--- src/rtl/cmp_trig_pkg.sv ---
package cmp_trig_pkg;

   localparam logic [3:0] MODE_OFF  = 4'b0000;
   localparam logic [3:0] MODE_SET  = 4'b1000;
   localparam logic [3:0] MODE_CLR  = 4'b1001;
   localparam logic [3:0] MODE_SWI  = 4'b1010;
   localparam logic [3:0] MODE_TRIG = 4'b1011;

   typedef enum logic [1:0] {
      ACT_NONE = 2'd0,
      ACT_HIGH = 2'd1,
      ACT_LOW  = 2'd2,
      ACT_TRIG = 2'd3
   } act_e;

   function automatic act_e decode_mode(input logic [3:0] m);
      case (m)
         MODE_SET:  return ACT_HIGH;
         MODE_CLR:  return ACT_LOW;
         MODE_TRIG: return ACT_TRIG;
         default:   return ACT_NONE;
      endcase
   endfunction

endpackage

--- src/rtl/cmp_trig_counter.sv ---
module cmp_trig_counter #(
   parameter int WIDTH = 16
) (
   input  logic             clk,
   input  logic             rst_n,
   input  logic             en,
   input  logic             clr,
   input  logic             ovf_clr,
   output logic [WIDTH-1:0] cnt,
   output logic             ovf
);

   localparam logic [WIDTH-1:0] CNT_MAX = {WIDTH{1'b1}};

   generate
      if (WIDTH < 2) begin : g_bad_width
         $error("cmp_trig_counter: WIDTH must be at least 2");
      end
   endgenerate

   logic wrap;
   assign wrap = en && !clr && (cnt == CNT_MAX);

   always_ff @(posedge clk or negedge rst_n) begin
      if (!rst_n)      cnt <= '0;
      else if (clr)    cnt <= '0;
      else if (en)     cnt <= cnt + 1'b1;
   end

   always_ff @(posedge clk or negedge rst_n) begin
      if (!rst_n)       ovf <= 1'b0;
      else if (wrap)    ovf <= 1'b1;
      else if (ovf_clr) ovf <= 1'b0;
   end

   AST_CNT_HOLD: assert property (@(posedge clk) disable iff (!rst_n)
      (!en && !clr) |=> $stable(cnt));
   AST_CNT_RESTART: assert property (@(posedge clk) disable iff (!rst_n)
      clr |=> (cnt == '0));
   AST_TRIG_NO_OVF: assert property (@(posedge clk) disable iff (!rst_n)
      (clr && !ovf) |=> !ovf);

endmodule

--- src/rtl/cmp_trig_match.sv ---
module cmp_trig_match #(
   parameter int WIDTH = 16
) (
   input  logic [WIDTH-1:0] cnt,
   input  logic [WIDTH-1:0] ref_val,
   input  logic             active,
   input  logic             running,
   output logic             hit
);

   localparam int LANES = WIDTH / 8;

   generate
      if ((WIDTH % 8) != 0) begin : g_bad_width
         $error("cmp_trig_match: WIDTH must be a multiple of 8");
      end
   endgenerate

   logic [LANES-1:0] lane_eq;

   generate
      for (genvar i = 0; i < LANES; i++) begin : g_lane
         assign lane_eq[i] = (cnt[i*8 +: 8] == ref_val[i*8 +: 8]);
      end
   endgenerate

   assign hit = active && running && (&lane_eq);

endmodule

--- src/rtl/cmp_trig_action.sv ---
module cmp_trig_action
   import cmp_trig_pkg::*;
(
   input  logic clk,
   input  logic rst_n,
   input  logic hit,
   input  act_e act,
   input  logic force_low,
   input  logic irq_clr,
   input  logic conv_en,
   output logic pin,
   output logic irq,
   output logic conv
);

   always_ff @(posedge clk or negedge rst_n) begin
      if (!rst_n)                        pin <= 1'b0;
      else if (force_low)                pin <= 1'b0;
      else if (hit && act == ACT_HIGH)   pin <= 1'b1;
      else if (hit && act == ACT_LOW)    pin <= 1'b0;
   end

   always_ff @(posedge clk or negedge rst_n) begin
      if (!rst_n)       irq <= 1'b0;
      else if (hit)     irq <= 1'b1;
      else if (irq_clr) irq <= 1'b0;
   end

   always_ff @(posedge clk or negedge rst_n) begin
      if (!rst_n) conv <= 1'b0;
      else        conv <= hit && (act == ACT_TRIG) && conv_en;
   end

   AST_IRQ_ON_HIT: assert property (@(posedge clk) disable iff (!rst_n)
      hit |=> irq);
   AST_FORCE_LOW: assert property (@(posedge clk) disable iff (!rst_n)
      force_low |=> !pin);
   AST_CONV_GATED: assert property (@(posedge clk) disable iff (!rst_n)
      conv |-> $past(conv_en));
   AST_PIN_KEEP: assert property (@(posedge clk) disable iff (!rst_n)
      (!force_low && act != ACT_HIGH && act != ACT_LOW) |=> $stable(pin));

endmodule

--- src/rtl/cmp_trig_unit.sv ---
module cmp_trig_unit
   import cmp_trig_pkg::*;
#(
   parameter int WIDTH  = 16,
   parameter int MODE_W = 4
) (
   input  logic             clk,
   input  logic             rst_n,
   input  logic             cnt_en,
   input  logic             wr_en,
   input  logic             wr_sel,
   input  logic [WIDTH-1:0] wr_data,
   input  logic             irq_clr,
   input  logic             ovf_clr,
   input  logic             conv_en,
   output logic [WIDTH-1:0] count,
   output logic             cmp_out,
   output logic             irq_flag,
   output logic             ovf_flag,
   output logic             conv_start
);

   generate
      if (MODE_W != 4) begin : g_bad_mode
         $error("cmp_trig_unit: MODE_W must be 4");
      end
      if (WIDTH < MODE_W) begin : g_bad_width
         $error("cmp_trig_unit: WIDTH must hold the mode field");
      end
   endgenerate

   logic [WIDTH-1:0]  cmp_val;
   logic [MODE_W-1:0] mode;
   logic              hit;
   logic              trig;
   logic              zero_wr;
   act_e              act;

   always_ff @(posedge clk or negedge rst_n) begin
      if (!rst_n) begin
         cmp_val <= '0;
         mode    <= MODE_OFF;
      end else if (wr_en) begin
         if (wr_sel) mode    <= wr_data[MODE_W-1:0];
         else        cmp_val <= wr_data;
      end
   end

   assign act     = decode_mode(mode);
   assign zero_wr = wr_en && wr_sel && (wr_data[MODE_W-1:0] == '0);
   assign trig    = hit && (act == ACT_TRIG);

   cmp_trig_counter #(.WIDTH(WIDTH)) u_cnt (
      .clk     (clk),
      .rst_n   (rst_n),
      .en      (cnt_en),
      .clr     (trig),
      .ovf_clr (ovf_clr),
      .cnt     (count),
      .ovf     (ovf_flag)
   );

   cmp_trig_match #(.WIDTH(WIDTH)) u_match (
      .cnt     (count),
      .ref_val (cmp_val),
      .active  (mode != MODE_OFF),
      .running (cnt_en),
      .hit     (hit)
   );

   cmp_trig_action u_act (
      .clk       (clk),
      .rst_n     (rst_n),
      .hit       (hit),
      .act       (act),
      .force_low (zero_wr),
      .irq_clr   (irq_clr),
      .conv_en   (conv_en),
      .pin       (cmp_out),
      .irq       (irq_flag),
      .conv      (conv_start)
   );

   AST_HIT_NEEDS_RUN: assert property (@(posedge clk) disable iff (!rst_n)
      hit |-> (cnt_en && count == cmp_val));
   AST_MODE_LOAD: assert property (@(posedge clk) disable iff (!rst_n)
      (wr_en && wr_sel) |=> (mode == $past(wr_data[MODE_W-1:0])));

endmodule

--- config.mk ---
export PLATFORM = sky130hd
export DESIGN_NAME = cmp_trig_unit
export DESIGN_NICKNAME = d
export VERILOG_FILES = /design/src/rtl/cmp_trig_pkg.sv /design/src/rtl/cmp_trig_counter.sv /design/src/rtl/cmp_trig_match.sv /design/src/rtl/cmp_trig_action.sv /design/src/rtl/cmp_trig_unit.sv
export SDC_FILE = /design/constraint.sdc
export NUM_CORES = 1
export LEC_CHECK = 0
export CORE_UTILIZATION = 46
export CTS_BUF_LIST = sky130_fd_sc_hd__clkbuf_8
export DETAILED_ROUTE_END_ITERATION = 8
export PLACE_DENSITY = 0.76
export SYNTH_ARGS = -nofsm -noshare
export SYNTH_HDL_FRONTEND = slang
export SYNTH_SLANG_ARGS = --single-unit
--- constraint.sdc ---
create_clock -name clk -period 1.6 [get_ports clk]
set_input_delay 0.16 -clock clk [delete_from_list [all_inputs] [get_ports clk]]
set_output_delay 0.16 -clock clk [all_outputs]
set_load 0.01 [all_outputs]
Yosys cells after proc, flatten, opt, wreduce, memory -nomap -nowiden
Index checks and enable logic that the tools add are counted.

operators by class
  add/subtract/negate cells = 1
  equality and inequality tests = 9
  mux-type cells = 10
  bitwise gates (word level) = 1
  reduce and logical (&&, ||, !) cells = 20

operator list
  kind                                           number
  2-to-1 mux 16 bit                              2
  adder 16 x 1 -> 16 bit, second input constant  1
  == test 16 bit, second input constant          1
  == test 8 bit                                  2
  == test 4 bit, second input constant           3
  logical AND 1 bit                              10
  2-to-1 mux 1 bit                               7
  case mux 2 bit (3 select lines)                1
  AND reduction 2 bit                            3
  nonzero test 2 bit                             3
  == test 2 bit, second input constant           2
  logical NOT 4 bit                              1
  nonzero test 4 bit                             1
  nonzero test 3 bit                             1
  == test 2 x 1 -> 1 bit, second input constant  1
  logical NOT 1 bit                              1
  NOT 1 bit                                      1

word-level totals
  flip-flop bits (word level) = 40
  input port bits = 24
  output and inout port bits = 20
  word-level logic and storage cells = 48

Longest topological paths before layout
Gate-level depths: netlist of run 1.

  word-level depth = 8
  depth in mapped cells = 7
  gate-level depth less buffers = 6

By module
A second synthesis of run 1 with hierarchy kept.

unflattened totals
  cells, all modules = 174
  area total of the unflattened synthesis = 2112.0 sq um

by module, submodules not included
  module            times used  cells each  area an instance (sq um)
  cmp_trig_counter  1           90          925.9
  cmp_trig_unit     1           51          862.1
  cmp_trig_match    1           22          183.9
  cmp_trig_action   1           11          140.1

Worst setup path after synthesis of run 1
Ideal clock, no wire load.

  kind = reg-to-reg
  start point = register u_cnt.cnt[2]
  end point = register u_cnt.cnt[7]
  arrival time = 1.682 ns
  required time = 1.481 ns
  slack = -0.201 ns
  stages on the path, launching flop included = 8
  path buffers = 2
  clock period less this slack = 1.801 ns
  cells stage by stage = dfrtp_1 -> clkbuf_1 -> xor2_1 -> nor4_1 -> nand3_1 -> nor3_2 -> buf_4 -> nor2_1

between the ends
  cells in the longest elaborated chain, start to end = 5

ends and longest elaborated chain
  what                                                                            RTL line                text
  start, declared                                                                 cmp_trig_counter.sv:9   output logic [WIDTH-1:0] cnt,
  start signal, assigned                                                          cmp_trig_counter.sv:27  else if (en) cnt <= cnt + 1'b1;
  parallel branches: the longest is 5 deep, another holds adder 16 x 1 -> 16 bit  -

Parallel ways; which one is timed is not known. The select of a mux whose other input is x is not followed.
A chain may end at the register's enable or synchronous reset.

Worst setup path after layout of run 1
  start point = register u_cnt.cnt[2]
  end point = register u_cnt.cnt[1]

between the ends
  cells in the longest elaborated chain, start to end = 5

ends and longest elaborated chain
  what                                                            RTL line              text
  == test 8 bit (*)                                               cmp_trig_match.sv:23  assign lane_eq[i] = (cnt[i*8 +: 8] == ref_val[i*8 +: 8]);
  AND reduction 2 bit (*)                                         cmp_trig_match.sv:27  assign hit = active && running && (&lane_eq);
  logical AND 1 bit (*)                                           cmp_trig_match.sv:27
  logical AND 1 bit (*)                                           cmp_trig_unit.sv:51   assign trig = hit && (act == ACT_TRIG);
  2-to-1 mux 16 bit / nonzero test 2 bit (equally long branches)  -

Mark *: on every way between the ends. The rest lies on a longest branch, timed or not.

==> run metrics, run 1 <==
crit end category flip-flop; CTS sink cnt 40; total global routing overflow 0; worst ir drop on vdd 683 µV; gr usage total 23.9%; pwr/cell area 1010 nW/µm²; Setup WS pre-CTS -0.204 ns; global-route wire length before repair 7590 µm; Register-to-Register Path Depth 7; syn avg cell area 11.3 µm²; Final ANT Viol Nets 0; placed instance area 2620 µm²; CTS tree yes; Worst Hold Class in -> async; most common cell after layout, fill and taps aside clkdlybuf4s50_1; final hold violation count 0; Achievable Freq 547 MHz; largest net degree at the start of global routing 22; Post-Syn Area 1890 µm²; post-route cell area 2820 µm²; worst r2r dst u_cnt.cnt[1]$_DFFE_PN0P_; Post-Syn Instances 167; Post-route DRC 0; floorplan core area 3800 µm²; HPWL Detailed 3520 µm; setup ws final -0.228 ns; Leakage 0.00123 µW; Setup CP Type reg -> reg; Post-Layout Cell Count 295; # rows 22; Final setup viols 18; required time of the critical path 1.76 ns; failing checks negative setup slack; Tmin final 1.83 ns; post-synthesis sequential area ratio 52.9%; vias in the first global route 1624; Final GP Congestion 0.804; H-tree depth 2; DR iter-0 viols 101; CP startpoint u_cnt.cnt[2]$_DFFE_PN0P_; Distinct cells, synth 29; startpoint types flip-flop; crit-path max FO 16; status finished, violations left; Max clock buf depth 2; clk slew on worst S/H paths 0.07 ns; most frequent cells in the layout clkdlybuf4s50_1 (40), dfrtp_1 (37), buf_4 (30), mux2_2 (20), xor2_1 (19); root buf cell clkbuf_8; Top Ports 44; Routed WL per cell 15.7 µm; Die Ht 66.2 µm; setup repair after global routing missed its margin true; flop2flop setup slack -0.23 ns; die area 4380 µm²; Critical Path AT 1.99 ns; synth warn 0; layout cells sized above 1 30.0%; setup TNS -3.05 ns; Max Cap Viol 0; DR pass1 iterations 4; final WL 4620 µm; Port Buffers 43; Slew HR 66.3%; vias after detailed routing 1532; period utilisation layout 114%; area grow syn2layout 48.7%; Vias/cell 5.19; Die Width 66.2 µm; total CTS buffers 5; initial antenna violation count 0; r2r startpoint u_cnt.cnt[2]$_DFFE_PN0P_; nets 271; # fillers 254; Seq cells post-synth 40; Slew Limit Fails 0; Placed Instances 282; Hold WS 0.371 ns; clock skew 0.00947 ns; Post-Syn Nets 192; antenna fix cells 0; Worst-Skew Late Latency 0.29 ns; Worst-Margin Slew 0.505 ns; Initial Util 49.8%
[cells in the mapped netlist (all sizes together)]
| master | instances | share of area [%] |
|---|---|---|
| xor2 | 19 | 8.8 |
| and4 | 1 | 0.46 |
| nor2b | 2 | 0.66 |
| a21oi | 1 | 0.26 |
| mux2 | 20 | 12 |
| o311ai | 1 | 0.46 |
| nand3 | 6 | 1.9 |
| and3 | 2 | 0.66 |
| nor2 | 19 | 3.8 |
| nor3 | 4 | 1.3 |
| or4 | 2 | 0.79 |
| buf | 2 | 0.59 |
| xnor2 | 11 | 5.1 |
| o31ai | 1 | 0.40 |
| inv | 5 | 0.99 |
| nand2 | 9 | 1.8 |
| nand2b | 1 | 0.33 |
| clkbuf | 4 | 0.79 |
| ha | 1 | 0.66 |
| o21ai | 1 | 0.26 |
| nor4 | 5 | 2.0 |
| o22ai | 3 | 0.99 |
| dfrtp | 40 | 53 |
| or3 | 1 | 0.33 |
| nand4 | 6 | 2.0 |
[registers in the layout, indices dropped and copies added, names as in the netlist]
signal and cells:
cmp_val 16, u_cnt.cnt 16, mode 4, u_act.conv 1
u_act.irq 1, u_act.pin 1, u_cnt.ovf 1
[layer usage]
metal	part of all wire (%)	wire [µm]	vias to the layer above	track usage [%]
met1	43	1990	751	29.8
met2	52	2390	39	41.1
li1	-	-	733	-
met4	1.5	67	0	8.51
met3	3.7	172	9	4.48
met5	0	0	-	0
[layout make-up]
type	count	area [µm²]	share of cell area, %
clock buffers	5	68.8	2.44
clock inverters	3	38.8	1.38
inverters	5	18.8	0.667
multi-input cells	116	891	31.6
flip-flops and latches	40	1000	35.7
well taps	48	60.1	2.13
repair buffers	78	733	26.0
[metrics by stage]
step | utilization [%] | power (µW)
6_report | 74.1 | 2850
5_1_grt | 74.1 | 3010
4_1_cts | 72.9 | 2860
3_5_place_dp | 69.1 | 2060
3_3_place_gp | 69.1 | 2020
2_1_floorplan | - | 1670
[worst max-delay path by stage]
stage / end / slack [ns]
floorplan: u_act.pin$_DFFE_PN0P_ / -0.19
CTS: u_cnt.cnt[1]$_DFFE_PN0P_ / -0.17
finish: u_cnt.cnt[1]$_DFFE_PN0P_ / -0.23
detailed placement: u_act.pin$_DFFE_PN0P_ / -0.20
global placement: u_act.pin$_DFFE_PN0P_ / -0.19
global route: u_cnt.cnt[1]$_DFFE_PN0P_ / -0.32
[worst max-delay path, stage by stage, from the launching register on]
cell and delay, ns:
dfrtp_1 0.41, xor2_1 0.17, nor4_1 0.27, nand3_1 0.20, buf_4 0.19, nor3_4 0.19
buf_12 0.17, o22ai_1 0.09
[timing repair]
item | 4_1_cts | 5_1_grt
hold endpoints to repair | 20 | 0
pin swaps | 3 | 3
buffers inserted | 3 | 1
endpoints found under the setup margin | 19 | 21
hold buffers | 1 | 0
resized for setup | 2 | 9
[cells by family (layout without fill, tap and decap cells)]
group / after synthesis / in the layout / share of synthesized area [%]
multiplexers: 20 / 20 / 11.9
adder cells (fa/ha/maj): 1 / 1 / 0.661
buffers and inverters: 11 / 91 / 2.38
XOR/XNOR: 30 / 30 / 13.9
AND/OR/NAND/NOR: 58 / 58 / 15.9
AO/OA/AOI/OAI: 7 / 7 / 2.38
flip-flops: 40 / 40 / 52.9
[power breakdown]
| part | switching [µW] | internal, µW |
|---|---|---|
| Sequential | 138 | 1150 |
| Clock | 325 | 456 |
| Combinational | 332 | 447 |
| Total | 795 | 2060 |
Note: power is estimated with default switching activity, not from simulation.
==> run 2: changes to the inputs <==
- CORE_MARGIN: unset -> 4
==> run 2 against run 1 <==
The flow still finishes with violations (negative setup slack). Wire length grew 3.8%. Clock skew shrank 0.0039 ns. Clock-buffer cell count is the same. Final cell count grew 1.4%. Via count grew 2.8%. Critical path depth shrank 2. Clock power shrank 10%. Critical path type unchanged. Critical endpoint is now u_act.pin$_DFFE_PN0P_. Largest cell class unchanged.
==> run metrics, run 2 (synthesis gave the netlist of run 1 again) <==
layout cells sized above 1 34.9% (+5.0 points); Setup WS pre-CTS -0.294 ns (-0.0903 ns); gr usage total 20.2% (-3.6 points); nets 273 (+0.74%); CP startpoint cmp_val[12]$_DFFE_PN0P_; clock skew 0.00556 ns (-0.00391 ns); final WL 4790 µm (+3.8%); status finished, violations left; Critical Path Max Stage Delay 0.55 ns (+0.14 ns); H-tree depth 2 (unchanged); post-route cell area 2820 µm² (+0.31%); # fillers 285 (+12%); Tmin final 1.80 ns (-0.0291 ns); total power 2810 µW (-1.6%); clk slew on worst S/H paths 0.08 ns (about the same); final hold violation count 0 (unchanged); worst-path cell chain xor2_1 > nor4_2 > nand3_2 > or4_4 > a21oi_2; setup repair after global routing missed its margin true; setup ws final -0.199 ns (+0.0291 ns); CTS tree yes; worst ir drop on vdd 703 µV (+3.0%); Max clock buf depth 2 (unchanged); failing checks negative setup slack; period utilisation layout 112% (-1.8 points); most common cell after layout, fill and taps aside clkdlybuf4s50_1; total CTS buffers 5 (unchanged); vias after detailed routing 1575 (+2.8%); area grow syn2layout 49.2%; register area 1000 µm² (unchanged); CTS sink cnt 40 (unchanged); required time of the critical path 1.84 ns (+0.08 ns); fin util 70.6% (-3.5 points); biggest regs cmp_val (16), u_cnt.cnt (16), mode (4); Slew Limit Fails 0 (unchanged); Routed WL per cell 16.0 µm (+2.4%); Top Ports 44 (unchanged); Vias/cell 5.27 (+1.4%); Final setup viols 19 (+1); most frequent cells in the layout clkdlybuf4s50_1 (41), dfrtp_1 (37), buf_4 (33), mux2_2 (20), xor2_1 (19); die area 5210 µm² (+19%); crit end category flip-flop; Setup CP Type reg -> reg; Final GP Congestion 0.862 (+7.2%); number of buffers and inverters on the critical path 0 (-2); largest net degree at the start of global routing 41 (+86%); floorplan core area 4000 µm² (+5.3%); pwr/cell area 994 nW/µm² (-1.9%); Slew HR 66.9% (+0.59 points); Port Buffers 43 (unchanged); CP max stage cell or4_4; Worst-Skew Late Latency 0.31 ns (+0.02 ns); antenna fix cells 0 (unchanged); Worst Hold Launch conv_en; Worst-Margin Slew 0.497 ns (-0.00884 ns); Critical Path AT 2.04 ns (+0.05 ns); Die Width 72.2 µm (+9.1%); HPWL Detailed 3460 µm (-1.7%); placed instance area 2610 µm² (-0.57%); DR pass1 iterations 4 (unchanged); Achievable Freq 556 MHz (+1.6%); global-route wire length before repair 8040 µm (+5.9%); Final ANT Viol Nets 0 (unchanged); crit-path max FO 3 (-13); Post-route DRC 0 (unchanged); total global routing overflow 0 (unchanged); Max Cap Viol 0 (unchanged); Placed Instances 285 (+1.1%); Die Ht 72.2 µm (+9.1%); root buf cell clkbuf_8; startpoint types flip-flop; r2r startpoint cmp_val[12]$_DFFE_PN0P_; DR iter-0 viols 107 (+5.9%); flop2flop setup slack -0.20 ns (+0.03 ns); multi-input logic area 926 µm² (+3.9%); initial antenna violation count 0 (unchanged); Leakage 0.00121 µW (-1.7%); Post-Layout Cell Count 299 (+1.4%); Worst Hold Class in -> reg; Initial Util 47.3% (-2.5 points); # rows 23 (+4.5%); vias in the first global route 1601 (-1.4%); Top Family by Delay on Critical Path simple AND/OR/NAND/NOR gates
run 2: cell types whose count changed in the layout (fill, tap and decap cells not counted), moves of 2 or more:
cell,change
o22ai_2,+3
nor2_1,-6
clkinvlp_4,+2
buf_12,-3
buf_6,+2
o22ai_1,-3
buf_4,+3
nor2_2,+5
run 2: layout make-up:
type | instances | share of cell area, %
Clock buffer | 5 | 2.44
Clock inverter | 3 | 0.842
Inverter | 5 | 0.665
Multi-Input combinational cell | 116 | 32.8
Sequential cell | 40 | 35.6
Tap cell | 50 | 2.22
Timing Repair Buffer | 80 | 25.5
run 2: repair_timing:
item                                    in CTS  in global routing
hold endpoints to repair                    40                  0
gates cloned                                 1                  0
setup buffers                                4                  2
hold buffers                                 1                  0
pin swaps                                    7                  8
endpoints found under the setup margin      21                 22
resized for setup                           16                  9
run 2: power breakdown:
part / internal, µW / leakage [µW] / total, µW / switching (µW)
clock: 309 / 0.0000404 / 699 / 390
sequential: 1150 / 0.000500 / 1290 / 137
combinational: 465 / 0.000670 / 819 / 354
run 2: routing by layer:
| layer | share of wire (%) | GRT usage [%] | vias up |
|---|---|---|---|
| li1 | - | - | 737 |
| met1 | 42 | 26.0 | 780 |
| met2 | 52 | 32.8 | 50 |
| met3 | 5.2 | 4.99 | 8 |
| met4 | 1.6 | 7.93 | 0 |
| met5 | 0 | 0 | - |
run 2: worst paths after layout:
path / to / depth (start not counted)
worst max register to register: u_act.pin$_DFFE_PN0P_ / 5
worst min register to register: cmp_val[9]$_DFFE_PN0P_ / 1
worst min-delay path: u_act.conv$_DFF_PN0_ / 3
min in group asynchronous: u_cnt.cnt[6]$_DFFE_PN0P_ / 3
worst max-delay path: u_act.pin$_DFFE_PN0P_ / 5
max in group asynchronous: u_cnt.cnt[5]$_DFFE_PN0P_ / 3
run 2: worst reg2reg max path, cell delays in order, from the launching register on:
cell,delay [ns]
dfrtp_1,0.41
xor2_1,0.18
nor4_2,0.32
nand3_2,0.14
or4_4,0.55
a21oi_2,0.13
run 2: per-stage QoR:
stage | hold WS, ns | TNS [ns]
after floorplan | -0.136 | -1.33
final | 0.407 | -3.15
after detailed placement | 0.244 | -3.69
after CTS | 0.395 | -2.74
after global placement | 0.235 | -3.71
after global routing | 0.430 | -5.35
